<file path="config.mk">
export PLATFORM = sky130hd
export DESIGN_NAME = fifo_blk_readout
export DESIGN_NICKNAME = d
export VERILOG_FILES = /design/src/rtl/fbr_pkg.sv /design/src/rtl/fbr_store.sv /design/src/rtl/fbr_seq.sv /design/src/rtl/fbr_hold.sv /design/src/rtl/fifo_blk_readout.sv
export SDC_FILE = /design/constraint.sdc
export NUM_CORES = 1
export LEC_CHECK = 0
export BUFFER_PORTS_ARGS = -buffer_cell sky130_fd_sc_hd__buf_4
export CORE_MARGIN = 1.5
export CORE_UTILIZATION = 45
export CTS_BUF_LIST = sky130_fd_sc_hd__clkbuf_4 sky130_fd_sc_hd__clkbuf_8
export DETAILED_ROUTE_END_ITERATION = 8
export PLACE_DENSITY = 0.62
export REMOVE_ABC_BUFFERS = 1
export SYNTH_ARGS = -nofsm -noshare
export SYNTH_HDL_FRONTEND = slang
export SYNTH_SLANG_ARGS = --single-unit
</file>
<file path="constraint.sdc">
create_clock -name clk_i -period 9.31 [get_ports clk_i]
set_clock_uncertainty 0.15 [all_clocks]
set_input_delay 1.862 -clock clk_i [delete_from_list [all_inputs] [get_ports clk_i]]
set_output_delay 1.862 -clock clk_i [all_outputs]
set_load 0.1 [all_outputs]
</file>
<file path="src/rtl/fbr_pkg.sv">
package fbr_pkg;
  localparam int BYTE_W    = 8;
  localparam int BLK_BYTES = 4;
  localparam int BLK_W     = BYTE_W * BLK_BYTES;
  localparam int BLK_BITS  = BLK_W;
  localparam int CMD_BITS  = 8;

  typedef logic [BYTE_W-1:0] byte_t;
  typedef logic [BLK_W-1:0]  blk_t;

  typedef enum logic [1:0] {
    PH_CMD  = 2'd0,
    PH_DATA = 2'd1,
    PH_SKIP = 2'd2
  } phase_e;
endpackage

</file>
<file path="src/rtl/fbr_store.sv">
module fbr_store
  import fbr_pkg::*;
#(
  parameter int DEPTH = 8
) (
  input  logic clk_i,
  input  logic rst_ni,
  input  logic push_i,
  input  blk_t blk_i,
  input  logic pop_i,
  output blk_t head_o,
  output logic full_o,
  output logic empty_o,
  output logic ovf_o
);
  localparam int AW = (DEPTH > 1) ? $clog2(DEPTH) : 1;
  localparam int CW = $clog2(DEPTH + 1);

  blk_t          mem [DEPTH];
  logic [AW-1:0] wr_ptr, rd_ptr;
  logic [CW-1:0] cnt;
  logic          push_ok, pop_ok;

  function automatic logic [AW-1:0] ptr_nxt(input logic [AW-1:0] p);
    return (p == AW'(DEPTH - 1)) ? '0 : p + AW'(1);
  endfunction

  assign full_o  = (cnt == CW'(DEPTH));
  assign empty_o = (cnt == '0);
  // full is judged before any same-cycle retire
  assign push_ok = push_i && !full_o;
  assign pop_ok  = pop_i && !empty_o;
  assign head_o  = mem[rd_ptr];

  always_ff @(posedge clk_i) begin
    if (push_ok) mem[wr_ptr] <= blk_i;
  end

  always_ff @(posedge clk_i or negedge rst_ni) begin
    if (!rst_ni) begin
      wr_ptr <= '0;
      rd_ptr <= '0;
      cnt    <= '0;
      ovf_o  <= 1'b0;
    end else begin
      if (push_ok) wr_ptr <= ptr_nxt(wr_ptr);
      if (pop_ok)  rd_ptr <= ptr_nxt(rd_ptr);
      unique case ({push_ok, pop_ok})
        2'b10:   cnt <= cnt + CW'(1);
        2'b01:   cnt <= cnt - CW'(1);
        default: cnt <= cnt;
      endcase
      if (push_i && full_o) ovf_o <= 1'b1;
    end
  end
endmodule

</file>
<file path="src/rtl/fbr_seq.sv">
module fbr_seq
  import fbr_pkg::*;
#(
  parameter logic [6:0] FIFO_ADDR  = 7'h50,
  parameter int         RETIRE_OFS = 2
) (
  input  logic                          clk_i,
  input  logic                          rst_ni,
  input  logic                          xfer_i,
  input  logic                          rise_i,
  input  logic [CMD_BITS-1:0]           cmd_i,
  input  logic                          empty_i,
  output logic                          load_o,
  output logic                          retire_o,
  output logic                          drive_o,
  output logic [$clog2(BLK_BYTES)-1:0]  lane_o
);
  localparam int BW = $clog2(BLK_BITS);
  localparam int LW = $clog2(BLK_BYTES);
  localparam int CCW = $clog2(CMD_BITS);
  localparam logic [CMD_BITS-1:0] CMD_RD = {FIFO_ADDR, 1'b1};

  phase_e         phase;
  logic [CCW-1:0] cmd_cnt;
  logic [BW-1:0]  bit_cnt;
  logic           cur_vld;
  logic           step, cmd_last, blk_last;

  assign step     = xfer_i && rise_i;
  assign cmd_last = (cmd_cnt == CCW'(CMD_BITS - 1));
  assign blk_last = (bit_cnt == BW'(BLK_BITS - 1));

  always_comb begin
    load_o   = 1'b0;
    retire_o = 1'b0;
    if (step) begin
      unique case (phase)
        PH_CMD:  load_o = cmd_last && (cmd_i == CMD_RD);
        PH_DATA: begin
          load_o   = blk_last;
          retire_o = cur_vld && (bit_cnt == BW'(RETIRE_OFS - 1));
        end
        default: ;
      endcase
    end
  end

  assign drive_o = (phase == PH_DATA);
  assign lane_o  = bit_cnt[BW-1 -: LW];

  always_ff @(posedge clk_i or negedge rst_ni) begin
    if (!rst_ni) begin
      phase   <= PH_CMD;
      cmd_cnt <= '0;
      bit_cnt <= '0;
      cur_vld <= 1'b0;
    end else if (!xfer_i) begin
      phase   <= PH_CMD;
      cmd_cnt <= '0;
      bit_cnt <= '0;
      cur_vld <= 1'b0;
    end else if (step) begin
      unique case (phase)
        PH_CMD: begin
          if (cmd_last) begin
            phase   <= (cmd_i == CMD_RD) ? PH_DATA : PH_SKIP;
            bit_cnt <= '0;
          end else begin
            cmd_cnt <= cmd_cnt + CCW'(1);
          end
        end
        PH_DATA: bit_cnt <= blk_last ? '0 : bit_cnt + BW'(1);
        default: ;
      endcase
      if (load_o) cur_vld <= !empty_i;
    end
  end
endmodule

</file>
<file path="src/rtl/fbr_hold.sv">
module fbr_hold
  import fbr_pkg::*;
(
  input  logic                         clk_i,
  input  logic                         rst_ni,
  input  logic                         load_i,
  input  logic                         empty_i,
  input  blk_t                         head_i,
  input  logic [$clog2(BLK_BYTES)-1:0] lane_i,
  input  logic                         drive_i,
  output byte_t                        byte_o
);
  blk_t  cur;
  byte_t lanes [BLK_BYTES];

  // latch the block at slot start so a retire does not disturb its tail
  always_ff @(posedge clk_i or negedge rst_ni) begin
    if (!rst_ni)     cur <= '0;
    else if (load_i) cur <= empty_i ? '0 : head_i;
  end

  for (genvar g = 0; g < BLK_BYTES; g++) begin : g_lane
    assign lanes[g] = cur[BLK_W-1-g*BYTE_W -: BYTE_W];
  end

  assign byte_o = drive_i ? lanes[lane_i] : '0;
endmodule

</file>
<file path="src/rtl/fifo_blk_readout.sv">
module fifo_blk_readout
  import fbr_pkg::*;
#(
  parameter int         DEPTH      = 8,
  parameter logic [6:0] FIFO_ADDR  = 7'h50,
  parameter int         RETIRE_OFS = 2
) (
  input  logic        clk_i,
  input  logic        rst_ni,
  input  logic        push_i,
  input  logic [31:0] blk_i,
  input  logic        xfer_i,
  input  logic        rise_i,
  input  logic [7:0]  cmd_i,
  output logic [7:0]  byte_o,
  output logic        drive_o,
  output logic        full_o,
  output logic        empty_o,
  output logic        ovf_o
);
  localparam int LW = $clog2(BLK_BYTES);

  blk_t          head;
  logic          load, retire;
  logic [LW-1:0] lane;

  fbr_store #(.DEPTH(DEPTH)) u_store (
    .clk_i   (clk_i),
    .rst_ni  (rst_ni),
    .push_i  (push_i),
    .blk_i   (blk_i),
    .pop_i   (retire),
    .head_o  (head),
    .full_o  (full_o),
    .empty_o (empty_o),
    .ovf_o   (ovf_o)
  );

  fbr_seq #(.FIFO_ADDR(FIFO_ADDR), .RETIRE_OFS(RETIRE_OFS)) u_seq (
    .clk_i    (clk_i),
    .rst_ni   (rst_ni),
    .xfer_i   (xfer_i),
    .rise_i   (rise_i),
    .cmd_i    (cmd_i),
    .empty_i  (empty_o),
    .load_o   (load),
    .retire_o (retire),
    .drive_o  (drive_o),
    .lane_o   (lane)
  );

  fbr_hold u_hold (
    .clk_i   (clk_i),
    .rst_ni  (rst_ni),
    .load_i  (load),
    .empty_i (empty_o),
    .head_i  (head),
    .lane_i  (lane),
    .drive_i (drive_o),
    .byte_o  (byte_o)
  );
endmodule

</file>
Word-level counts from Yosys, hierarchy flattened
Memory sizes are Yosys's and may differ from the RTL's.
Index checks and enable logic that the tools add are counted.

word-level totals
  memories kept = 1
  bits in latches = 0
  bits in writable memories = 256
  input bits = 45
  ROM bits = 0
  output and inout bits = 12
  register bits = 54
  logic and storage cells = 81

memories
  memory       depth  bits a word  read ports  clocked after Yosys merged registers in  write ports  RTL line         RTL
  u_store.mem  8      32           1           0                                        1            fbr_store.sv:19  blk_t mem [DEPTH];

cells by class
  eq/ne operators = 17
  reduce and logical (&&, ||, !) cells = 15
  order comparisons = 1
  shifts and indexed selects = 0
  bitwise gates (word level) = 1
  $mul = 0
  add/sub/neg operators = 6
  multiplexer cells = 31
  div/mod/pow operators = 0

operators with widths
  operator             count
  $mux 32              1
  $mux 8               3
  $mux 5               4
  $mux 3               6
  $bmux 8 s2           1
  $mux 2               5
  $pmux 5 s2           1
  $add 3x1->3 const B  3
  $eq 3x3->1 const B   3
  $reduce_and 3->1     3
  $eq 8x8->1 const B   1
  $mux 1               8
  $ne 2x1->1 const B   4
  $pmux 4 s2           1
  $logic_and 1x1->1    6
  $add 5x1->5 const B  1
  $eq 5x1->1 const B   1
  $eq 5x5->1 const B   1
  $add 4x1->4 const B  1
  $eq 2x1->1 const B   2
  $eq 4x4->1 const B   1
  $logic_not 4->1      1
  $sub 4x1->4 const B  1
  $ge 3x3->1 const B   1
  other kinds (10)     11

Longest topological paths before layout
Gate-level depths: netlist (run 1).

  depth after elaboration = 7
  depth in mapped cells = 12
  depth with buffers taken out = 12

Modules after synthesis
Synthesis (run 1) repeated with hierarchy kept, for this count alone.

unflattened totals
  cells, all modules = 673
  area, all modules = 12715.9 sq um

by module, submodules not included
  module     cells each  times used  area an instance (sq um)  sequential area each (sq um)
  fbr_store  440         1           10329.9                   7962.6
  fbr_hold   167         1           1619.1                    800.8
  fbr_seq    66          1           767.0                     275.3

Least setup slack after synthesis (run 1)
Ideal clock, no wire load.

  path kind = reg2out
  from = register u_store.cnt[1]
  to = output port full_o
  path slack = 3.480 ns
  stages on the path, launching flop included = 3
  buffers on the path = 1
  data arrival time = 3.818 ns
  data required time = 7.298 ns
  cells stage by stage = dfrtp_1 > buf_2 > nor4b_1

between the ends
  longest elaborated chain between the ends = 1

ends and longest elaborated chain
  element                 RTL line                RTL
  start, declared         fbr_store.sv:21         logic [CW-1:0] cnt;
  start signal, assigned  fbr_store.sv:49         2'b10: cnt <= cnt + CW'(1);
  start signal, assigned  fbr_store.sv:50         2'b01: cnt <= cnt - CW'(1);
  start signal, assigned  fbr_store.sv:51         default: cnt <= cnt;
  $eq 4x4->1              fbr_store.sv:28         assign full_o = (cnt == CW'(DEPTH));
  end, declared           fifo_blk_readout.sv:17  output logic full_o,

Every way passes these cells.

Worst setup path after layout (run 1)
  from = register u_seq.bit_cnt[3]
  to = output port byte_o[0]

between the ends
  longest elaborated chain between the ends = 5

ends and longest elaborated chain
  element                                    RTL line                RTL
  start, declared                            fbr_seq.sv:25           logic [BW-1:0] bit_cnt;
  start signal, assigned                     fbr_seq.sv:72           PH_DATA: bit_cnt <= blk_last ? '0 : bit_cnt + BW'(1);
  $not 2->3 (not written as such)            fbr_hold.sv:26          assign byte_o = drive_i ? lanes[lane_i] : '0;
  $bmux 8 s2                                 fbr_hold.sv:26
  $mux 8 (not written as such) (2 in a row)  fbr_hold.sv:26
  $mux 8                                     fbr_hold.sv:26
  end, declared                              fifo_blk_readout.sv:15  output logic [7:0] byte_o,

Every way passes these cells. The select of a mux whose other input is x is not followed.

==> results of run 1 <==
==> cell usage after synthesis (all sizes together), types with 4 or more instances <==
library cell | count | area, um^2
and2 | 8 | 50.1
mux4 | 40 | 901
o22ai | 32 | 200
nor3 | 37 | 185
dfrtp | 54 | 1350
nand2 | 7 | 26.3
buf | 31 | 260
nor2 | 18 | 67.6
clkbuf | 6 | 22.5
o21ai | 5 | 25.0
nand2b | 9 | 58.8
xor2 | 4 | 35.0
mux2 | 101 | 1250
nor2b | 34 | 213
edfxtp | 256 | 7690
ha | 12 | 150
==> cell families after synthesis <==
| family | count (synthesis) | share of synthesized area [%] |
|---|---|---|
| compound gates | 50 | 2.53 |
| xor+xnor | 6 | 0.410 |
| fa+ha+maj | 12 | 1.17 |
| buf+inv | 40 | 2.29 |
| flops | 310 | 70.5 |
| mux | 144 | 17.0 |
| simple gates | 130 | 6.03 |
==> flip-flops by register name, indices dropped and copies added, names as in the netlist <==
register,count
u_seq.cur_vld,1
u_seq.bit_cnt,5
u_store.wr_ptr,3
u_store.rd_ptr,3
u_store.cnt,4
u_store.ovf_o,1
u_seq.cmd_cnt,3
u_store.mem,256
u_hold.cur,32
u_seq.phase,2
==> area by class of cell <==
type	count	share of cell area, %
Clock inverter	16	0.973
Timing Repair Buffer	69	3.53
Multi-Input combinational cell	342	24.1
Tap cell	378	3.23
Clock buffer	77	6.37
Inverter	3	0.0768
Sequential cell	310	61.7
==> power by group <==
part | switching (mW) | total [mW] | internal, mW | leakage [nW]
Clock | 0.521 | 1.22 | 0.699 | 0.573
Combinational | 0.268 | 0.400 | 0.132 | 1.51
Sequential | 0.0617 | 1.76 | 1.70 | 3.06
==> through the flow <==
step / instance area [um^2] / total power, mW / util, % / setup slack [ns]
6_report: 14700 / 3.38 / 52.5 / 4.80
3_3_place_gp: 13600 / 2.16 / 48.6 / 5.11
3_5_place_dp: 13600 / 2.20 / 48.6 / 5.06
2_1_floorplan: 12500 / 2.01 / - / 3.50
4_1_cts: 14700 / 3.42 / 52.5 / 4.73
5_1_grt: 14700 / 3.52 / 52.5 / 4.66
==> worst reg2reg max path: cells and delay by family (launching register included) <==
kind	cells	cell delay (ns)
AOI/OAI and AO/OA	1	0.19
adders and majority gates	1	0.22
DFF	1	0.90
muxes	1	0.44
and+or+nand+nor	2	1.26
==> path summary, 6_finish.rpt <==
path	start	to
worst max-delay path	u_seq.bit_cnt[3]	byte_o[0]
worst min-delay path	u_store.ovf_o	u_store.ovf_o
worst min register to register	u_store.ovf_o	u_store.ovf_o
min in group asynchronous	rst_ni	u_hold.cur[4]
max in group asynchronous	rst_ni	u_store.rd_ptr[2]
worst max register to register	u_seq.bit_cnt[3]	u_hold.cur[14]
==> cells in the final DEF (no fill, tap or decap), types with 6 or more instances in the layout <==
master,count
mux2_4,30
nor3_1,35
nor2_1,12
o22ai_1,32
mux2_2,69
dfrtp_1,52
mux4_2,40
nand2b_1,8
clkbuf_4,20
ha_1,12
buf_4,69
clkinv_2,8
clkbuf_8,57
edfxtp_1,256
and2_1,8
nor2_4,6
nand2_1,7
nor2b_1,33
==> routing by layer <==
metal	wire (um)	track usage [%]	vias up	share of wire, %
li1	-	-	2907	-
met1	11300	24.5	3323	44
met2	12500	29.8	154	49
met3	1270	3.18	46	4.9
met4	539	5.29	0	2.1
met5	0	0	-	0
==> impl_metrics.py, run 1 <==
metrics = {
    "yosys": {
        "ys_ff_latch": 310,
        "ys_seq_area_share_pct": 70.5,
        "synth_edf_count": 256,
        "synthCells": 692,
        "synth.distinct_cells": 46,
        "synthArstFlopShare_pct": 17.4,
        "ys.flop_type": "edfxtp_1",
        "syn-cell-area_mm2": 0.0128,
        "yosysWarnings": 0,
        "syn-mean-instance-area_um2": 18.5,
    },
    "route": {
        "wl_per_cell_um": 21.4,
        "routed_wl_um": 25600,
        "drcViolationCount": 0,
        "vias": 6430,
        "dr.pass1.iters": 4,
        "viasPerCell": 5.38,
        "drt_iter0_markers": 426,
        "ant_nets": 0,
    },
    "pwr": {
        "vdd_drop_max_mv": 0.125,
        "power_density_mw_per_mm2": 230,
        "leakage_nw": 5.14,
    },
    "final_layout": {
        "multi_input_area_mm2": 0.00354,
        "n_fill_cell": 2281,
        "seq_area_mm2": 0.00904,
        "final_nets": 833,
        "n_antenna_cell": 0,
        "syn_to_final_growth_pct": 14.4,
        "layout-drive-gt1-share_pct": 38.8,
        "instances_no_fill": 1195,
    },
    "critical_path": {
        "rr_worst_depth": 5,
        "crit_path_start_kind": "flip-flop",
        "required_ns": 7.30,
        "critical-path-top-delay-family": "flip-flops",
        "crit_path_end_kind": "output pin",
        "timing.critical_path.arrival_ns": 2.50,
        "path_buf_inv": 1,
        "reg2reg_setup_slack_ns": 6.04,
        "crit_chain": "mux4_2 -> and2_1 -> buf_4",
        "crit_fanout": 12,
        "cp_slowest_stage_delay_ns": 0.90,
        "crit_type": "reg2out",
        "crit_slowest_cell": "dfrtp_1",
        "crit_cells": 3,
    },
    "sta": {
        "post-route-period-util_pct": 48.5,
        "relSlewSlack_pct": 23.0,
        "hold_violations": 0,
        "max_freq_mhz": 222,
        "hold_ws_ns": 0.335,
        "setup_viol": 0,
        "fin_crit_ns": 4.51,
        "worst_pin_slew_ns": 1.15,
        "rsz0062_at_grt": "no",
        "fin_setup_tns_ns": 0,
        "finalMaxSlewViolations": 0,
    },
    "placement": {
        "dp_cells": 1102,
        "place.gp.congestion": 0.697,
        "hpwl_um": 13300,
        "io_buffers": 56,
    },
    "global_routing": {
        "antenna_found_initial": 0,
        "track_usage_pct": 18.0,
        "grt_max_degree": 62,
        "grt_pass1_vias": 6743,
        "grt_pass1_wl_um": 39100,
        "grt_overflow": 0,
    },
    "floorplanning": {
        "die_w_um": 172,
        "core_mm2": 0.0279,
        "rows": 61,
        "ios": 57,
        "fp.dieH_um": 172,
        "dieArea_mm2": 0.0295,
        "initial_utilization_pct": 45.9,
    },
    "clock_tree": {
        "cts_setup_buffers": 0,
        "clk_pin_slew_ns": 0.06,
        "cts-root-buf": "clkbuf_8",
        "insertion_delay_ns": 0.57,
        "cts.repair.resized": 0,
        "tritoncts": "built",
        "clock_path_buffers": 3,
        "clock-sinks": 310,
        "cts_buffers": 50,
        "hold_buffers": 0,
        "cts.htree.levels": 2,
    },
    "job": {
        "maxCapViolCount": 0,
    },
    "status": {
        "status": "finished, final reports clean",
    },
    "min_path": {
        "hold_class": "reg2reg",
        "hold_path_depth": 1,
    },
}
No activity file was read; power rests on OpenSTA's default activity.
==> inputs of run 2 (changes only) <==
--- a/config.mk
+++ b/config.mk
@@ -10,7 +10,7 @@
 export CORE_UTILIZATION = 45
 export CTS_BUF_LIST = sky130_fd_sc_hd__clkbuf_4 sky130_fd_sc_hd__clkbuf_8
 export DETAILED_ROUTE_END_ITERATION = 8
-export PLACE_DENSITY = 0.62
+export PLACE_DENSITY = 0.65
 export REMOVE_ABC_BUFFERS = 1
 export SYNTH_ARGS = -nofsm -noshare
 export SYNTH_HDL_FRONTEND = slang
==> constraint.sdc (replaced) <==
create_clock -name clk_i -period 3.9 [get_ports clk_i]
set_clock_uncertainty 0.15 [all_clocks]
set_input_delay 0.78 -clock clk_i [delete_from_list [all_inputs] [get_ports clk_i]]
set_output_delay 0.78 -clock clk_i [all_outputs]
set_load 0.1 [all_outputs]
==> run 2 against run 1 <==
Net effect:
- clock-buffer cell count up 1
- total power rose by 140%
- sequential power rose by 140%
- flip-flop and latch count stayed put
- combinational power increased by 140%
==> impl_metrics.py, run 2 (synthesis results as in run 1) <==
metrics = {
    "status": {
        "status": "finished, final reports clean",
    },
    "global_routing": {
        "grt_util_met1_pct": 22.9,
        "antenna_found_initial": 2,
        "grt_overflow": 0,
        "grt_util_met3_pct": 3.98,
        "grt_max_degree": 59,
        "busiest_layer": "met2",
        "grt_pass1_vias": 7082,
        "track_usage_pct": 18.3,
        "grtUsageMet2_pct": 31.4,
        "grt_pass1_wl_um": 39900,
    },
    "critical_path": {
        "timing.critical_path.arrival_ns": 2.48,
        "cp_slowest_stage_delay_ns": 0.87,
        "rr_worst_depth": 10,
        "crit_cells": 3,
        "crit_type": "reg2out",
        "crit_chain": "mux4_2 -> and2_1 -> buf_4",
        "required_ns": 2.97,
        "crit_path_start_kind": "flip-flop",
        "crit_slowest_cell": "dfrtp_1",
        "path_buf_inv": 1,
        "crit_fanout": 12,
        "critical-path-top-delay-family": "flip-flops",
        "crit_path_end_kind": "output pin",
    },
    "sta": {
        "setup_viol": 0,
        "relSlewSlack_pct": 45.8,
        "max_freq_mhz": 293,
        "post-route-period-util_pct": 87.5,
        "setup_slack_ns": 0.487,
        "fin_crit_ns": 3.41,
        "finalMaxSlewViolations": 0,
        "rsz0062_at_grt": "no",
        "worst_pin_slew_ns": 0.813,
        "hold_violations": 0,
    },
    "pwr": {
        "power_density_mw_per_mm2": 542,
        "vdd_drop_max_mv": 0.255,
        "leakage_nw": 5.15,
        "switchingPower_mw": 2.02,
        "p_comb_share_pct": 12.0,
        "p_sw_share_pct": 25.4,
        "p_clk_share_pct": 35.2,
        "internal_power_mw": 5.94,
        "pwr-share-seq_pct": 52.7,
    },
    "final_layout": {
        "layout-drive-gt1-share_pct": 38.8,
        "finalInstanceArea_mm2": 0.0147,
        "reg_top3": "u_store.mem x256, u_hold.cur x32, u_seq.bit_cnt x5",
        "syn_to_final_growth_pct": 14.5,
        "final_nets": 839,
        "largest_reg_flops": 256,
        "instances_no_fill": 1203,
        "final_cell_mix": "256 x edfxtp_1, 74 x buf_4, 69 x mux2_2",
        "regMostFlops": "u_store.mem",
        "mostFrequentLayoutCell": "edfxtp_1",
    },
    "clock_tree": {
        "insertion_delay_ns": 0.57,
        "cts.repair.resized": 0,
        "tritoncts": "built",
        "cts-root-buf": "clkbuf_8",
        "clk_pin_slew_ns": 0.06,
        "cts.htree.levels": 2,
        "hold_buffers": 0,
        "cts_buffers": 50,
        "cts_setup_buffers": 0,
        "clock_path_buffers": 3,
        "clock-sinks": 310,
    },
    "route": {
        "vias": 6495,
        "drcViolationCount": 0,
        "ant_nets": 0,
        "viasPerCell": 5.40,
        "dr.pass1.iters": 4,
        "wl_per_cell_um": 21.3,
        "drt_iter0_markers": 396,
        "routed_wl_um": 25600,
    },
    "placement": {
        "dp_cells": 1108,
        "io_buffers": 56,
        "place.gp.congestion": 0.719,
        "placedInstanceArea_mm2": 0.0136,
        "hpwl_um": 14200,
        "pre_cts_ws_ns": 0.944,
    },
    "floorplanning": {
        "core_mm2": 0.0279,
        "dieArea_mm2": 0.0295,
        "rows": 61,
        "die_w_um": 172,
        "ios": 57,
        "fp.dieH_um": 172,
        "initial_utilization_pct": 45.9,
    },
    "job": {
        "maxCapViolCount": 0,
    },
    "min_path": {
        "hold_class": "in2async",
    },
}
[run 2: changes by cell type in the layout (fill, tap and decap cells not counted), sizes merged]
cell	previous run	this run
inv	3	4
buf	69	75
bufinv	2	1
diode	0	1
clkbuf	77	78
[run 2: power by group through the flow]
stage | combinational, mW | clock (mW) | sequential (mW)
6_report | 0.956 | 2.80 | 4.20
5_1_grt | 1.04 | 3.02 | 4.23
4_1_cts | 0.977 | 2.89 | 4.20
3_5_place_dp | 0.975 | 0 | 4.26
3_3_place_gp | 0.933 | 0 | 4.22
2_1_floorplan | 0.539 | 0 | 4.27
[run 2: worst paths after layout]
path                                   from           endpoint  slack (ns)
min                                  rst_ni   u_seq.cmd_cnt[0]        0.11
max in group asynchronous            rst_ni  u_store.rd_ptr[2]        2.94
min reg2reg                   u_store.ovf_o      u_store.ovf_o        0.31
min in group clk_i                 blk_i[4]  u_store.mem[7][4]        0.28
max reg2reg                u_seq.bit_cnt[3]     u_store.cnt[2]        0.89
max                        u_seq.bit_cnt[3]          byte_o[3]        0.49
[run 2: worst register-to-register path, stage by stage (launching register included)]
cell     delay (ns)
dfrtp_1        0.68
nor4b_1        0.43
nand3_1        0.16
nor3_1         0.29
ha_1           0.33
xor2_1         0.18
ha_1           0.17
a21oi_1        0.05
xor2_1         0.16
nor2_1         0.12
xor2_1         0.20
[run 2: per-layer routing]
metal	wire length, um	vias to the layer above	share of wire [%]
met2	12900	164	50
met5	13	-	0.051
li1	-	2926	-
met3	1470	50	5.7
met1	10700	3353	42
met4	560	2	2.2
[run 2: metrics by stage]
| step | power [mW] | hold slack, ns | TNS (ns) | utilization [%] |
|---|---|---|---|---|
| after floorplan | 4.80 | 0.325 | -379.18 | - |
| after global placement | 5.16 | 0.292 | 0 | 48.8 |
| after detailed placement | 5.24 | 0.297 | 0 | 48.8 |
| after CTS | 8.06 | 0.123 | 0 | 52.5 |
| after global routing | 8.29 | 0.163 | 0 | 52.5 |
| final | 7.96 | 0.111 | 0 | 52.5 |
[run 2: layout make-up]
class / instances / area [um^2]
Clock buffer: 78 / 923
Multi-Input combinational cell: 342 / 3540
Fill cell: 2288 / 13300
Tap cell: 378 / 473
Sequential cell: 310 / 9040
Clock inverter: 16 / 108
Inverter: 3 / 11.3
Timing Repair Buffer: 75 / 576
Antenna cell: 1 / 2.50
